===== src/rtl/rle_pkg.sv =====
package rle_pkg;

    typedef enum logic {
        PH_COUNT = 1'b0,
        PH_VALUE = 1'b1
    } phase_e;

    // A word matches the phase when its tag agrees with what is expected.
    function automatic logic tag_matches(phase_e ph, logic is_count);
        return (ph == PH_COUNT) ? is_count : !is_count;
    endfunction

endpackage


===== src/rtl/rle_pair_split.sv =====
module rle_pair_split
    import rle_pkg::*;
#(
    parameter int DATA_W = 8,
    parameter int CNT_W  = 8,
    localparam int WORD_W = (DATA_W > CNT_W) ? DATA_W : CNT_W
) (
    input  logic              clk,
    input  logic              rst,
    input  logic              accept,
    input  logic [WORD_W-1:0] word,
    input  logic              is_count,
    input  logic              last,
    output phase_e            phase,
    output logic              load,
    output logic [CNT_W-1:0]  load_cnt,
    output logic [DATA_W-1:0] load_val,
    output logic              load_last,
    output logic              err
);

    logic [CNT_W-1:0] cnt_q;

    always_ff @(posedge clk) begin
        if (rst) begin
            phase <= PH_COUNT;
            cnt_q <= '0;
            err   <= 1'b0;
        end else if (accept) begin
            if (!tag_matches(phase, is_count)) begin
                err <= 1'b1;
            end
            if (is_count) begin
                // Count words always refill the held count (resync path too).
                cnt_q <= word[CNT_W-1:0];
                phase <= PH_VALUE;
            end else if (phase == PH_VALUE) begin
                phase <= PH_COUNT;
            end
        end
    end

    always_comb begin
        load      = accept && (phase == PH_VALUE) && !is_count;
        load_cnt  = cnt_q;
        load_val  = word[DATA_W-1:0];
        load_last = last;
    end

endmodule


===== src/rtl/rle_repeat_engine.sv =====
module rle_repeat_engine #(
    parameter int DATA_W = 8,
    parameter int CNT_W  = 8
) (
    input  logic              clk,
    input  logic              rst,
    input  logic              load,
    input  logic [CNT_W-1:0]  load_cnt,
    input  logic [DATA_W-1:0] load_val,
    input  logic              load_last,
    input  logic              out_ready,
    output logic              busy,
    output logic [DATA_W-1:0] out_data,
    output logic              out_last
);

    typedef struct packed {
        logic [CNT_W-1:0]  rem;
        logic [DATA_W-1:0] val;
        logic              lst;
    } run_t;

    run_t run_q;

    always_ff @(posedge clk) begin
        if (rst) begin
            busy  <= 1'b0;
            run_q <= '0;
        end else if (load && (load_cnt != '0)) begin
            busy      <= 1'b1;
            run_q.rem <= load_cnt;
            run_q.val <= load_val;
            run_q.lst <= load_last;
        end else if (busy && out_ready) begin
            if (run_q.rem == CNT_W'(1)) begin
                busy <= 1'b0;
            end
            run_q.rem <= run_q.rem - 1'b1;
        end
    end

    always_comb begin
        out_data = run_q.val;
        out_last = busy && run_q.lst && (run_q.rem == CNT_W'(1));
    end

endmodule


===== src/rtl/rle_expander.sv =====
module rle_expander
    import rle_pkg::*;
#(
    parameter int DATA_W = 8,
    parameter int CNT_W  = 8,
    localparam int WORD_W = (DATA_W > CNT_W) ? DATA_W : CNT_W
) (
    input  logic              clk,
    input  logic              rst,
    input  logic              in_valid,
    output logic              in_ready,
    input  logic [WORD_W-1:0] in_word,
    input  logic              in_is_count,
    input  logic              in_last,
    output logic              out_valid,
    input  logic              out_ready,
    output logic [DATA_W-1:0] out_data,
    output logic              out_last,
    output logic              sync_err
);

    phase_e            phase;
    logic              accept;
    logic              load;
    logic [CNT_W-1:0]  load_cnt;
    logic [DATA_W-1:0] load_val;
    logic              load_last;
    logic              busy;

    assign in_ready  = !busy;
    assign accept    = in_valid && in_ready;
    assign out_valid = busy;

    rle_pair_split #(.DATA_W(DATA_W), .CNT_W(CNT_W)) u_split (
        .clk       (clk),
        .rst       (rst),
        .accept    (accept),
        .word      (in_word),
        .is_count  (in_is_count),
        .last      (in_last),
        .phase     (phase),
        .load      (load),
        .load_cnt  (load_cnt),
        .load_val  (load_val),
        .load_last (load_last),
        .err       (sync_err)
    );

    rle_repeat_engine #(.DATA_W(DATA_W), .CNT_W(CNT_W)) u_rep (
        .clk       (clk),
        .rst       (rst),
        .load      (load),
        .load_cnt  (load_cnt),
        .load_val  (load_val),
        .load_last (load_last),
        .out_ready (out_ready),
        .busy      (busy),
        .out_data  (out_data),
        .out_last  (out_last)
    );

endmodule


===== config.mk =====
export PLATFORM = sky130hd
export DESIGN_NAME = rle_expander
export DESIGN_NICKNAME = d
export VERILOG_FILES = /design/src/rtl/rle_pkg.sv /design/src/rtl/rle_pair_split.sv /design/src/rtl/rle_repeat_engine.sv /design/src/rtl/rle_expander.sv
export SDC_FILE = /design/constraint.sdc
export NUM_CORES = 1
export LEC_CHECK = 0
export ABC_AREA = 1
export BUFFER_PORTS_ARGS = -buffer_cell sky130_fd_sc_hd__buf_2
export CORE_MARGIN = 4
export CORE_UTILIZATION = 50
export DETAILED_ROUTE_END_ITERATION = 7
export GPL_TIMING_DRIVEN = 0
export PLACE_DENSITY = 0.72
export SLEW_MARGIN = 30
export SYNTH_ARGS = -nofsm -noshare
export SYNTH_HDL_FRONTEND = slang
export SYNTH_HIERARCHICAL = 1
export SYNTH_SLANG_ARGS = --single-unit

===== constraint.sdc =====
create_clock -name clk -period 2.1 [get_ports clk]
set_input_delay 0.21 -clock clk [delete_from_list [all_inputs] [get_ports clk]]
set_output_delay 0.21 -clock clk [all_outputs]
set_load 0.01 [all_outputs]

==> run summary <==
DRC viols - 0
CTS tree - done
Post-Synth Adder-Cell Area - 0.01617
Min cycle time layout - 1.745 ns
Die footprint - 4049 µm²
Met2 Usage GRT - 0.2712
Fin area - 1759 µm²
Placed insts - 277
Die Y - 63.64 µm
Nets - 267
Cell area after synthesis - 1548 µm²
CORE AREA - 2853 µm²
Layout fillers - 279
Sequential share of the synthesized area - 0.3622
RSZ-0062 raised after global routing - false
Worst Setup EP - u_rep/run_q[9]$_SDFFE_PP0P_
Seq pwr share - 0.517
Synth Area in XOR/XNOR - 0.005659
Root buffer cell - clkbuf_4
Cell variety after synth - 26
Final HPWL DP - 2384 µm
Worst hold path depth - 2
First-pass GRT wire length - 5678 µm
Clk_skew - 0.001677 ns
Area delta synth->final - 13.66%
Static leakage - 0.8821 nW
Launch point of the worst reg-to-reg path - u_rep/busy$_SDFFE_PP0P_
CP Capture Type - flip-flop
Placed Area - 1707 µm²
Worst min-delay path class - in2reg
CTS Hold Buffers Added - 0
Drt via density - 5.025
Worst VDD drop - 269.2 µV
Clock transition at the registers of the reported paths - 0.15 ns
Initial antenna violation count - 0
Synth Net Count - 238
FF+latch count, synth - 28
Critical register-to-register path endpoint - u_rep/run_q[9]$_SDFFE_PP0P_
CP required - 2.40 ns
Max-cap violation count - 0
CTS buffer count - 3
Peak fanout along the critical path - 10
Clk sinks - 28
Final ANT Viol Nets - 0
DR vias - 1412
Fin. Hold Viols - 0
Worst r2r path cells - 9
Combinational Power Share - 0.150
Compound-Gate Fraction of Synth Area - 0.1148
Initial Util - 0.5425
Post-synthesis mux area share - 0
Final wirelength - 3234 µm
Overall Global Routing Usage - 0.1749
Setup violators final - 0
R2R Setup Slk - 0.35 ns
Fmax - 573.0 MHz
Clock Latency Late Sink - 0.34 ns
Number of I/O pins - 26
Vias in the first global route - 1255
CTS H-tree lvls - 1
Kind of critical path - reg2reg
Cells after Synth - 222
NetSw - 0.2782 mW
Synth Warn # - 6
PostCTS Resize Cnt - 0
Slew margin rel. - 0.6833
RD Place Congestion - 0.8352
Die Span X - 63.64 µm
Largest net degree at the start of global routing - 17
Arr. time, crit path - 2.05 ns
Avg WL per Cell - 11.51 µm
Port Buffers - 24
Multi-input gate area - 729.5 µm²
Number of DRC markers in iteration 0 - 72
Simple-gate share of the synthesized area - 0.3347
# rows - 19
Clk network pwr share - 0.333
Net Sw Frac - 0.2558
Slew Limit Fails - 0
Met1 GRT Util - 0.2368
Status - completed
FF+latch area - 560.5 µm²
CP startpoint - u_rep/busy$_SDFFE_PP0P_
Total congestion overflow - 0
Drt pass-1 iters - 4
Layer carrying the most global-route usage - met2
Post CTS Setup Buffer Count - 0
Slew @ Worst Pin - 0.4751 ns
Ant. Diodes - 0
Setup TNS Final - 0 ns
Largest family of logic cells by synthesized area - simple AND/OR/NAND/NOR gates
Pwr/cell area - 618.3 nW/µm²
Non-Filler Instances - 281
Final cycle utilization of the critical path - 0.8311
Clk buf depth - 2
Startpoint Class - flip-flop
Share of cells above drive strength 1 - 0.2520
Mean Syn Cell Area - 6.972 µm²
Total chip power - 1.088 mW
M3 GR Usage - 0.03730
Internal power - 0.8094 mW
[critical path, stage by stage (launching register included)]
cell	delay, ns
dfxtp_1	0.38
nor2_2	0.22
inv_1	0.09
nor2_1	0.10
buf_2	0.22
buf_1	0.41
nand2_1	0.09
nand3_1	0.10
nand2_1	0.05
inv_1	0.05
[synthesized netlist by cell type, drive strengths merged]
cell	n	area, µm²
o21ai	11	66.31
nand2	45	178.9
ha	2	25.02
inv	22	87.59
nand3	33	170.2
and2	1	6.260
a21oi	20	111.4
clkbuf	1	5.000
nand3b	3	22.52
buf	23	165.1
nand4	2	12.51
nor2	30	127.6
dfxtp	28	560.5
xor2	1	8.760
[power by group through the flow]
stage                     sequential [mW]  combinational (mW)  clock (mW)
after floorplan                     0.571               0.118           0
after global placement              0.573               0.159           0
after detailed placement            0.573               0.161           0
after CTS                           0.562               0.162       0.375
after global routing                0.565               0.182       0.398
final                               0.562               0.163       0.362
[through the flow]
stage / hold WS (ns) / setup WS, ns / utilization
6_report: 0.04574 / 0.3547 / 0.6167
5_1_grt: 0.03980 / 0.1710 / 0.6167
4_1_cts: 0.04113 / 0.3513 / 0.6167
3_5_place_dp: 0.4265 / 0.4076 / 0.5982
3_3_place_gp: 0.4314 / 0.4235 / 0.5982
2_1_floorplan: 0.2791 / 0.6290 / -
[how the worst min path moves through the flow]
stage	startpoint	to	slack [ns]
after global routing	rst	u_rep/busy$_SDFFE_PP0P_	0.04
after CTS	rst	u_rep/busy$_SDFFE_PP0P_	0.04
after detailed placement	rst	u_rep/busy$_SDFFE_PP0P_	0.43
final	rst	u_rep/busy$_SDFFE_PP0P_	0.05
after global placement	rst	u_rep/busy$_SDFFE_PP0P_	0.43
after floorplan	rst	u_rep/busy$_SDFFE_PP0P_	0.28
[cell families after synthesis]
logic type / count (synthesis)
adders and majority gates: 2
and+or+nand+nor: 114
DFF: 28
xor gates and xnor gates: 1
buffers and inverters: 46
AOI/OAI and AO/OA: 31
[cell type report]
class / count / share of cell area
sequential: 28 / 0.3186
inverter: 22 / 0.04979
tap: 31 / 0.02205
multi-input combinational: 148 / 0.4147
clock buffer: 3 / 0.01280
timing repair buffer: 24 / 0.06828
clock inverter: 1 / 0.01707
buffer: 24 / 0.09673
[sequential cells by signal, summed over array words and instances (netlist names)]
register / cells
u_rep/run_q: 9
u_rep/out_data: 8
u_split/load_cnt: 8
u_rep/busy: 1
u_split/err: 1
u_split/phase: 1
[routing by layer]
metal  wire (µm)  share of wire
met1        1574           0.49
met2        1412           0.44
met3         194          0.060
met4          52          0.016
met5           0              0
[placed cells by master (no fill, tap or decap), types with 9 or more instances in the layout]
cell type  count
nand2_1       43
nand3_1       32
dfxtp_1       28
buf_2         27
nor2_1        26
inv_1         21
buf_4         18
a21oi_1       17
o21ai_1        9
No activity file was read; power rests on OpenSTA's default activity.
